===== config.mk =====
export PLATFORM = sky130hd
export DESIGN_NAME = wdog_apb
export DESIGN_NICKNAME = d
export VERILOG_FILES = /design/src/rtl/wdog_pkg.sv /design/src/rtl/wdog_regs.sv /design/src/rtl/wdog_counter.sv /design/src/rtl/wdog_alarm.sv /design/src/rtl/wdog_apb.sv
export SDC_FILE = /design/constraint.sdc
export NUM_CORES = 1
export LEC_CHECK = 0
export BUFFER_PORTS_ARGS = -buffer_cell sky130_fd_sc_hd__buf_4
export CORE_ASPECT_RATIO = 1.25
export CORE_MARGIN = 3
export CORE_UTILIZATION = 33
export CTS_BUF_LIST = sky130_fd_sc_hd__clkbuf_16
export CTS_CLUSTER_SIZE = 16
export DETAILED_ROUTE_END_ITERATION = 10
export PLACE_DENSITY = 0.53
export SETUP_SLACK_MARGIN = 0.05
export SLEW_MARGIN = 20
export SYNTH_ARGS = -nofsm -noshare
export SYNTH_HDL_FRONTEND = slang
export SYNTH_HIERARCHICAL = 1
export SYNTH_SLANG_ARGS = --single-unit
export TNS_END_PERCENT = 5

===== constraint.sdc =====
create_clock -name pclk -period 2.1 [get_ports pclk]
set_input_delay 0 -clock pclk [delete_from_list [all_inputs] [get_ports pclk]]
set_output_delay 0 -clock pclk [all_outputs]
set_load 0.03 [all_outputs]

===== src/rtl/wdog_pkg.sv =====
package wdog_pkg;
   localparam int unsigned OFS_RELOAD = 32'h00;
   localparam int unsigned OFS_VALUE  = 32'h04;
   localparam int unsigned OFS_CTRL   = 32'h08;
   localparam int unsigned OFS_ACK    = 32'h0C;
   localparam int unsigned OFS_RAW    = 32'h10;

   typedef struct packed {
      logic rst_en;
      logic run_en;
   } wdog_ctrl_t;
endpackage


===== src/rtl/wdog_regs.sv =====
module wdog_regs
   import wdog_pkg::*;
#(
   parameter int unsigned ADDR_W = 8,
   parameter int unsigned DATA_W = 32,
   parameter int unsigned CNT_W  = 32,
   parameter logic [CNT_W-1:0] RESET_LOAD = '1
) (
   input  logic              clk,
   input  logic              rst_n,
   input  logic              psel,
   input  logic              penable,
   input  logic              pwrite,
   input  logic [ADDR_W-1:0] paddr,
   input  logic [DATA_W-1:0] pwdata,
   input  logic [CNT_W-1:0]  count,
   input  logic              irq_raw,
   output logic [DATA_W-1:0] prdata,
   output logic [CNT_W-1:0]  load_q,
   output wdog_ctrl_t        ctrl_q,
   output logic              restart,
   output logic [CNT_W-1:0]  reload_val,
   output logic              ack
);
   localparam logic [ADDR_W-1:0] A_RELOAD = ADDR_W'(OFS_RELOAD);
   localparam logic [ADDR_W-1:0] A_VALUE  = ADDR_W'(OFS_VALUE);
   localparam logic [ADDR_W-1:0] A_CTRL   = ADDR_W'(OFS_CTRL);
   localparam logic [ADDR_W-1:0] A_ACK    = ADDR_W'(OFS_ACK);
   localparam logic [ADDR_W-1:0] A_RAW    = ADDR_W'(OFS_RAW);

   if (ADDR_W < 5) begin : g_chk_addr
      $error("wdog_regs: ADDR_W must reach offset 0x10");
   end
   if (CNT_W > DATA_W) begin : g_chk_cnt
      $error("wdog_regs: CNT_W must not exceed DATA_W");
   end
   if (DATA_W < 2) begin : g_chk_data
      $error("wdog_regs: DATA_W too small for control bits");
   end

   logic wr_en, wr_reload, wr_ctrl, wr_ack;
   logic [DATA_W-1:0] count_ext, load_ext;

   assign wr_en     = psel & penable & pwrite;
   assign wr_reload = wr_en & (paddr == A_RELOAD);
   assign wr_ctrl   = wr_en & (paddr == A_CTRL);
   assign wr_ack    = wr_en & (paddr == A_ACK);
   assign ack       = wr_ack;

   assign restart    = wr_reload | wr_ack | (wr_ctrl & pwdata[0] & ~ctrl_q.run_en);
   assign reload_val = wr_reload ? pwdata[CNT_W-1:0] : load_q;

   always_ff @(posedge clk or negedge rst_n) begin
      if (!rst_n) begin
         load_q <= RESET_LOAD;
         ctrl_q <= '0;
      end else begin
         if (wr_reload) load_q <= pwdata[CNT_W-1:0];
         if (wr_ctrl)   ctrl_q <= '{rst_en: pwdata[1], run_en: pwdata[0]};
      end
   end

   if (CNT_W == DATA_W) begin : g_full
      assign count_ext = count;
      assign load_ext  = load_q;
   end else begin : g_pad
      assign count_ext = {{(DATA_W-CNT_W){1'b0}}, count};
      assign load_ext  = {{(DATA_W-CNT_W){1'b0}}, load_q};
   end

   always_comb begin
      prdata = '0;
      unique case (paddr)
         A_RELOAD: prdata = load_ext;
         A_VALUE:  prdata = count_ext;
         A_CTRL:   prdata[1:0] = {ctrl_q.rst_en, ctrl_q.run_en};
         A_RAW:    prdata[0] = irq_raw;
         default:  prdata = '0;
      endcase
   end

   // the reload register takes the written value
   a_r2_reload_store: assert property (@(posedge clk) disable iff (!rst_n)
      wr_reload |=> load_q == $past(pwdata[CNT_W-1:0]));
endmodule


===== src/rtl/wdog_counter.sv =====
module wdog_counter #(
   parameter int unsigned CNT_W = 32,
   parameter logic [CNT_W-1:0] RESET_LOAD = '1
) (
   input  logic             clk,
   input  logic             rst_n,
   input  logic             run,
   input  logic             tick,
   input  logic             restart,
   input  logic [CNT_W-1:0] reload_val,
   input  logic [CNT_W-1:0] load_q,
   output logic [CNT_W-1:0] count,
   output logic             expire
);
   if (CNT_W < 2) begin : g_chk_w
      $error("wdog_counter: CNT_W must be at least 2");
   end

   logic step, at_zero;
   assign step    = run & tick & ~restart;
   assign at_zero = (count == '0);
   assign expire  = step & at_zero;

   always_ff @(posedge clk or negedge rst_n) begin
      if (!rst_n)        count <= RESET_LOAD;
      else if (restart)  count <= reload_val;
      else if (step)     count <= at_zero ? load_q : count - 1'b1;
   end

   a_r3_step_one: assert property (@(posedge clk) disable iff (!rst_n)
      run && tick && !restart && count != '0 |=> count == $past(count) - 1'b1);
   a_r5_frozen: assert property (@(posedge clk) disable iff (!rst_n)
      !restart && !(run && tick) |=> $stable(count));
   a_r4_refill: assert property (@(posedge clk) disable iff (!rst_n)
      expire |=> count == $past(load_q));
   a_r10_restart_wins: assert property (@(posedge clk) disable iff (!rst_n)
      restart |=> count == $past(reload_val));
endmodule


===== src/rtl/wdog_alarm.sv =====
module wdog_alarm (
   input  logic clk,
   input  logic rst_n,
   input  logic expire,
   input  logic ack,
   input  logic rst_en,
   input  logic run_en,
   output logic irq_raw,
   output logic irq_o,
   output logic rst_o
);
   always_ff @(posedge clk or negedge rst_n) begin
      if (!rst_n) begin
         irq_raw <= 1'b0;
         rst_o   <= 1'b0;
      end else begin
         if (ack)         irq_raw <= 1'b0;
         else if (expire) irq_raw <= 1'b1;
         if (expire && irq_raw && rst_en) rst_o <= 1'b1;
      end
   end

   assign irq_o = irq_raw & run_en;

   a_r6_ack_clears: assert property (@(posedge clk) disable iff (!rst_n)
      ack |=> !irq_raw);
   a_r4_expire_sets: assert property (@(posedge clk) disable iff (!rst_n)
      expire && !ack |=> irq_raw);
   a_r7_sticky: assert property (@(posedge clk) disable iff (!rst_n)
      rst_o |=> rst_o);
   a_r7_cause: assert property (@(posedge clk) disable iff (!rst_n)
      $rose(rst_o) |-> $past(expire && irq_raw && rst_en));
endmodule


===== src/rtl/wdog_apb.sv =====
module wdog_apb
   import wdog_pkg::*;
#(
   parameter int unsigned ADDR_W = 8,
   parameter int unsigned DATA_W = 32,
   parameter int unsigned CNT_W  = 32,
   parameter logic [CNT_W-1:0] RESET_LOAD = '1
) (
   input  logic              pclk,
   input  logic              presetn,
   input  logic              tick_en,
   input  logic              psel,
   input  logic              penable,
   input  logic              pwrite,
   input  logic [ADDR_W-1:0] paddr,
   input  logic [DATA_W-1:0] pwdata,
   output logic [DATA_W-1:0] prdata,
   output logic              pready,
   output logic              pslverr,
   output logic              irq_o,
   output logic              rst_o
);
   logic [CNT_W-1:0] count, load_q, reload_val;
   wdog_ctrl_t       ctrl_q;
   logic             restart, ack, expire, irq_raw;

   assign pready  = 1'b1;
   assign pslverr = 1'b0;

   wdog_regs #(
      .ADDR_W(ADDR_W), .DATA_W(DATA_W), .CNT_W(CNT_W), .RESET_LOAD(RESET_LOAD)
   ) u_regs (
      .clk(pclk), .rst_n(presetn),
      .psel(psel), .penable(penable), .pwrite(pwrite),
      .paddr(paddr), .pwdata(pwdata),
      .count(count), .irq_raw(irq_raw),
      .prdata(prdata), .load_q(load_q), .ctrl_q(ctrl_q),
      .restart(restart), .reload_val(reload_val), .ack(ack)
   );

   wdog_counter #(.CNT_W(CNT_W), .RESET_LOAD(RESET_LOAD)) u_counter (
      .clk(pclk), .rst_n(presetn),
      .run(ctrl_q.run_en), .tick(tick_en), .restart(restart),
      .reload_val(reload_val), .load_q(load_q),
      .count(count), .expire(expire)
   );

   wdog_alarm u_alarm (
      .clk(pclk), .rst_n(presetn),
      .expire(expire), .ack(ack),
      .rst_en(ctrl_q.rst_en), .run_en(ctrl_q.run_en),
      .irq_raw(irq_raw), .irq_o(irq_o), .rst_o(rst_o)
   );

   a_r5_masked: assert property (@(posedge pclk) disable iff (!presetn)
      irq_o |-> ctrl_q.run_en);
   a_r7_needs_enable: assert property (@(posedge pclk) disable iff (!presetn)
      !ctrl_q.rst_en && !rst_o |=> !rst_o);
endmodule


# After elaboration in Yosys (flattened, before gate mapping)
# Cells that the tools add are included.
# op_classes
n_eq_ne,4
bitwise_logic,15
add_sub_neg,1
n_reduce_logical,6
n_mux,9
# ops
cell,count
32-bit two-way mux,4
30-bit case mux with 2 select lines,1
32-bit zero test,1
32-bit by 1-bit subtractor with 32-bit output (second input constant),1
8-bit by 4-bit equality test with 1-bit output (second input constant),2
1-bit bitwise AND,11
8-bit by 3-bit equality test with 1-bit output (second input constant),1
8-bit by 5-bit equality test with 1-bit output (second input constant),1
8-bit zero test,1
1-bit case mux with 4 select lines,1
2-bit nonzero test,2
1-bit case mux with 3 select lines,1
1-bit logical AND,2
1-bit two-way mux,2
1-bit inverter,2
1-bit OR,2
# totals
elab_cells,41
input_bits,46
register_bits,68

# Logic depth before layout (Yosys ltp)
# logic_depth
word_depth,11
depth_mapped,12
depth_no_buf,8

# Hierarchy
# The synthesis kept the hierarchy.
# by_module_without_submodules
mod,n_inst,area_each_um2,seq_area_each_um2,cells_per_inst
wdog_counter,1,2542.4,840.8,303
wdog_regs,1,1906.8,890.9,133
wdog_alarm,1,76.3,50.0,5
wdog_apb,1,22.5,0.0,4

# Worst setup path after synthesis
# No wires, ideal clock.
# synth_path
kind,input port to flip-flop
startpoint,input port paddr[3]
endpoint,register u_counter.count[21]
required_time_ps,2008
arrival_time_ps,2271
slack_ps,-263
n_path_buf,4
cell_stages,11
cell_sequence,or4_4 > or3b_1 > buf_6 > buf_12 > o21ai_0 > clkbuf_1 > inv_1 > clkbuf_1 > and3_1 > a221oi_1 > o21ai_0
# synth_via
elab_chain_len,8
elab_cells_between_ends,15
# synth_rtl
element,line_no,rtl
from (decl),wdog_apb.sv:15,"input logic [ADDR_W-1:0] paddr,"
8-bit by 4-bit equality test with 1-bit output,wdog_regs.sv:46,assign wr_ctrl = wr_en & (paddr == A_CTRL);
1-bit bitwise AND,wdog_regs.sv:46,
1-bit bitwise AND (2 in series),wdog_regs.sv:50,assign restart = wr_reload | wr_ack | (wr_ctrl & pwdata[0] & ~ctrl_q.run_en);
1-bit OR *,wdog_regs.sv:50,
net restart,wdog_apb.sv:25,"logic restart, ack, expire, irq_raw;"
1-bit inverter,wdog_counter.sv:20,assign step = run & tick & ~restart;
1-bit bitwise AND,wdog_counter.sv:20,
2-bit nonzero test (no source line),--,
to (signal assigned),wdog_counter.sv:26,else if (restart) count <= reload_val;
to (signal assigned),wdog_counter.sv:27,else if (step) count <= at_zero ? load_q : count - 1'b1;
to (decl),wdog_counter.sv:12,"output logic [CNT_W-1:0] count,"
# The timed path passes the listed nets; every way through them passes the cells marked *.
# A chain may end at the register's enable or synchronous reset.

# Final worst setup path
# layout_path
startpoint,register u_counter.count[24]
endpoint,register u_counter.count[9]
# layout_via
elab_chain_len,4
# layout_rtl
element,line_no,rtl
32-bit zero test,wdog_counter.sv:21,assign at_zero = (count == '0);
32-bit two-way mux (2 in series),wdog_counter.sv:27,
32-bit two-way mux,wdog_counter.sv:26,
# Every way passes these cells. The select of a mux whose other input is x is not followed.

==> summary.md <==
| Metric | Value |
|---|---|
| Place WS | -0.222 ns |
| Number of storage elements in the synthesis netlist | 68 |
| Cell class contributing the biggest share of worst-path delay | simple AND/OR/NAND/NOR gates |
| Antenna-violating nets left | 0 |
| Standard cell core area | 13,300 µm² |
| Layout Skew | 0.00508 ns |
| Buffers and inverters on the worst path | 3 |
| Weighted congestion at the end of routability-driven global placement | between 0.8 and 0.9 |
| Fraction of the mapped netlist area in adder cells | less than 1% |
| Max-slew violation count | 0 |
| Wire length of the first global-routing pass | about 23 mm |
| HP Class | input pin to register |
| Post-detail-place hpwl | a little under 10 mm |
| Required time of the worst setup path | 2.35 ns |
| Main synth FF type | sky130_fd_sc_hd__dfstp_2 |
| Final worst path period share | 104% |
| Total power per unit cell area | 683 nW/µm² |
| Mean Syn Cell Area | 10.2 µm² |
| Util after Layout | 47.8% |
| Cell area reported after detailed placement | 5690 µm² |
| Static leakage power | 2.69 nW |
| Hold violation total from the final report | 0 |
| Most Frequent Cell on Critical Path | sky130_fd_sc_hd__buf_6 |
| Violation count after the first detailed-routing iteration | 138 |
| Setup-failing EPs final | 13 |
| Cell area after synthesis | 4550 µm² |
| Row count | 47 |
| Total clock buffers created by CTS | 9 |
| Cell Count, Final, Fillers Out | 780 |
| Critical path peak fanout | 5 |
| Transition time at the pin with the least slew margin | ~0.72 ns |
| Post-synth ARST share | 100% |
| Initial core utilization | 34.1% |
| Net Count, Synth | 493 |
| Sequential fraction of the synthesis area | about two fifths |
| Worst hold slack across all endpoints | 0.191 ns |
| Clock transition time at the flip-flop clock pins of the worst setup and hold paths | 0.05 ns |
| Post-synthesis share of cell area spent on xor and xnor gates | 4.62% |
| Area share of and/or/nand/nor cells after synthesis | 18.3% |
| Number of global-route vias before repair | between 4,000 and 5,000 |
| Clock tree sinks | 68 |
| Pre-antenna DRT Iters | 5 |
| Die area | 15,200 µm² |
| Maximum number of pins on one net before global-route repair | between 50 and 60 |
| Final critical-path required period | 2.18 ns |
| Overall via count from detail_route | 4,086 |
| IO Port Bufs | 79 |
| Maximum clock insertion buffer count | 2 |
| Slew HR | between 50 and 60% |
| Total number of nets in the final design | 653 |
| Cells after DPL | 730 |
| Htree depth | 3 |
| Fraction of synthesized area in multiplexers | between 10% and 20% |
| Violations in the final reports | setup timing |
| Wire length per cell | about 18 µm |
| Via count normalized by instance count | 5.24 |
| Antenna diode instance count | 0 |
| Number of enable-type register cells in the synthesized netlist | 0 |
| CTS root buf | sky130_fd_sc_hd__clkbuf_16 |
| Area Overhead vs Synth | 40.3% |
| Maximum vdd ir drop | 0.407 mV |
| Largest family of logic cells by synthesized area | simple AND/OR/NAND/NOR gates |
| RSZ-0062 raised after global routing | yes |
| Worst Path Arrival | 2.43 ns |
| Final total negative setup slack | -0.560 ns |
| Yosys warning total | 6 |
| DRC errors left | 0 |
| GR Overflow Total | 0 |
| Overall Global Routing Usage | a little under a fifth |
| Later-pin clock latency in the skew report | roughly 0.33 ns |
| Layout cells sized above 1 | 48.4% |
| Crit Path Class | register to register |
| Cell chain of the critical path | or3_4, or4_4, buf_6, nor3_4, buf_6, buf_16, mux2i_1, o21ai_1 |
| CP Launch Type | register |
| Clock tree from TritonCTS | built |
| Final Routed Wirelength | 13.9 mm |
| Slowest stage delay, CP | 0.44 ns |
| Horizontal extent of the die | ~110 µm |
| PnR worst setup slack | -0.0762 ns |
| Achievable Freq | about 0.46 GHz |
| Yosys cell types | 66 |
| Post-synthesis cell count | roughly 450 |
| Post-route cell area | ~6400 µm² |
| Run status | finished with violations |
| Worst Setup End Kind | register |
| Number of I/O pins | 82 |
| Slowest cell on crit path | sky130_fd_sc_hd__or4_4 |
| Die Y-Extent | 137 µm |
| Overall power after layout | 4.36 mW |
| Filler cells | 1,272 |
| Synthesized-area fraction occupied by ao, oa, aoi and oai cells | roughly 18% |
| Initial antenna violation count | 0 |
| Maximum Capacitance Violations | 0 |
final cells by class:
cell class / count / area (µm²) / area share, %
multi-input combinational: 335 / 2580 / 40.4
sequential: 68 / 1780 / 27.9
timing repair buffer: 183 / 1530 / 24.0
clock buffer: 9 / 225 / 3.53
tap: 171 / 214 / 3.35
inverter: 8 / 30.0 / 0.471
clock inverter: 6 / 25.0 / 0.392
registers in the layout, summed over array words and instances, names as in the netlist:
name,count
u_regs/load_q,32
u_alarm/irq_raw,1
u_regs/ctrl_q,2
u_alarm/rst_o,1
u_counter/count,32
repair_timing:
action,CTS,global route
endpoints found under the hold margin,38,0
hold buffers,33,0
endpoints found under the setup margin,32,32
gates resized for setup,8,13
buffers inserted,1,0
pin swaps,7,1
cloned,1,0
layer usage:
metal	up-vias	track usage (%)	part of all wire, %
met2	91	33.6	52
met4	0	5.89	1.5
met5	-	0	0
met1	2013	22.7	43
met3	15	2.37	3.1
li1	1967	-	-
cells by family (layout without fill, tap and decap cells):
family | Yosys count | after routing
compound gates | 115 | 115
xor+xnor | 24 | 24
fa+ha+maj | 2 | 2
buf+inv | 42 | 206
flops | 68 | 68
mux | 47 | 47
other cells | 2 | 2
simple gates | 145 | 145
worst paths after layout:
kind	start	to	slack [ns]	depth (start not counted)
worst max-delay path	u_counter/count[24]	u_counter/count[9]	-0.08	8
worst min-delay path	paddr[2]	u_alarm/irq_raw	0.19	5
worst max register to register	u_counter/count[24]	u_counter/count[9]	-0.08	8
worst min register to register	u_alarm/rst_o	u_alarm/rst_o	0.51	1
max in group asynchronous	presetn	u_counter/count[11]	1.11	3
min in group asynchronous	presetn	u_alarm/rst_o	0.31	2
worst register-to-register path: cells and delay by family (launching register included):
kind | cells | cell delay, ns
compound gates | 1 | 0.08
buf+inv | 3 | 0.43
flops | 1 | 0.37
mux | 1 | 0.18
simple gates | 3 | 1.05
power breakdown:
part | leakage [nW] | internal [mW] | switching, mW
Combinational | 1.84 | 0.722 | 0.755
Sequential | 0.717 | 1.47 | 0.107
Clock | 0.133 | 0.770 | 0.541
Yosys cell counts (3+ instances only):
| master | instances | area (µm²) |
|---|---|---|
| sky130_fd_sc_hd__a221o_1 | 3 | 30.0 |
| sky130_fd_sc_hd__nor4_2 | 3 | 37.5 |
| sky130_fd_sc_hd__mux2_2 | 5 | 56.3 |
| sky130_fd_sc_hd__buf_6 | 3 | 33.8 |
| sky130_fd_sc_hd__mux2_4 | 29 | 435 |
| sky130_fd_sc_hd__clkbuf_1 | 22 | 82.6 |
| sky130_fd_sc_hd__xnor2_1 | 20 | 175 |
| sky130_fd_sc_hd__buf_4 | 3 | 22.5 |
| sky130_fd_sc_hd__nand3_1 | 7 | 35.0 |
| sky130_fd_sc_hd__nand2_1 | 41 | 154 |
| sky130_fd_sc_hd__dfstp_2 | 64 | 1680 |
| sky130_fd_sc_hd__or4_4 | 3 | 33.8 |
| sky130_fd_sc_hd__a21oi_1 | 11 | 55.1 |
| sky130_fd_sc_hd__a221oi_2 | 3 | 45.0 |
| sky130_fd_sc_hd__xor2_1 | 4 | 35.0 |
| sky130_fd_sc_hd__nor3_1 | 23 | 115 |
| sky130_fd_sc_hd__inv_1 | 8 | 30.0 |
| sky130_fd_sc_hd__a221oi_1 | 5 | 43.8 |
| sky130_fd_sc_hd__and3_1 | 13 | 81.3 |
| sky130_fd_sc_hd__nor2_1 | 16 | 60.1 |
| sky130_fd_sc_hd__a22o_1 | 30 | 263 |
| sky130_fd_sc_hd__dfrtp_1 | 4 | 100 |
| sky130_fd_sc_hd__a31oi_1 | 6 | 37.5 |
| sky130_fd_sc_hd__or4_1 | 3 | 22.5 |
| sky130_fd_sc_hd__nor4_1 | 8 | 50.1 |
| sky130_fd_sc_hd__o21ai_0 | 32 | 160 |
| sky130_fd_sc_hd__buf_12 | 3 | 60.1 |
| sky130_fd_sc_hd__mux2i_1 | 13 | 130 |
| sky130_fd_sc_hd__or3_1 | 5 | 31.3 |
| sky130_fd_sc_hd__o21ai_1 | 10 | 50.1 |
placed cells by master (no fill, tap or decap), types with 3 or more instances in the layout:
cell type / instances
sky130_fd_sc_hd__and3_1: 13
sky130_fd_sc_hd__nor2_1: 14
sky130_fd_sc_hd__mux2_4: 29
sky130_fd_sc_hd__nand2_1: 40
sky130_fd_sc_hd__nor4_2: 4
sky130_fd_sc_hd__clkbuf_16: 9
sky130_fd_sc_hd__or3_1: 4
sky130_fd_sc_hd__nor3_1: 22
sky130_fd_sc_hd__o21ai_1: 15
sky130_fd_sc_hd__nand3_1: 7
sky130_fd_sc_hd__a21oi_1: 11
sky130_fd_sc_hd__mux2_2: 5
sky130_fd_sc_hd__dlygate4sd3_1: 33
sky130_fd_sc_hd__a221o_1: 3
sky130_fd_sc_hd__xor2_1: 4
sky130_fd_sc_hd__inv_1: 10
sky130_fd_sc_hd__mux2i_1: 11
sky130_fd_sc_hd__buf_6: 4
sky130_fd_sc_hd__a221oi_1: 5
sky130_fd_sc_hd__buf_4: 142
sky130_fd_sc_hd__a31oi_1: 6
sky130_fd_sc_hd__a22o_1: 30
sky130_fd_sc_hd__buf_12: 3
sky130_fd_sc_hd__nor4_1: 7
sky130_fd_sc_hd__or4_4: 4
sky130_fd_sc_hd__xnor2_1: 20
sky130_fd_sc_hd__o21ai_0: 25
sky130_fd_sc_hd__dfstp_2: 64
sky130_fd_sc_hd__dfrtp_1: 4
sky130_fd_sc_hd__a221oi_2: 3
(Power assumes the default switching activity.)
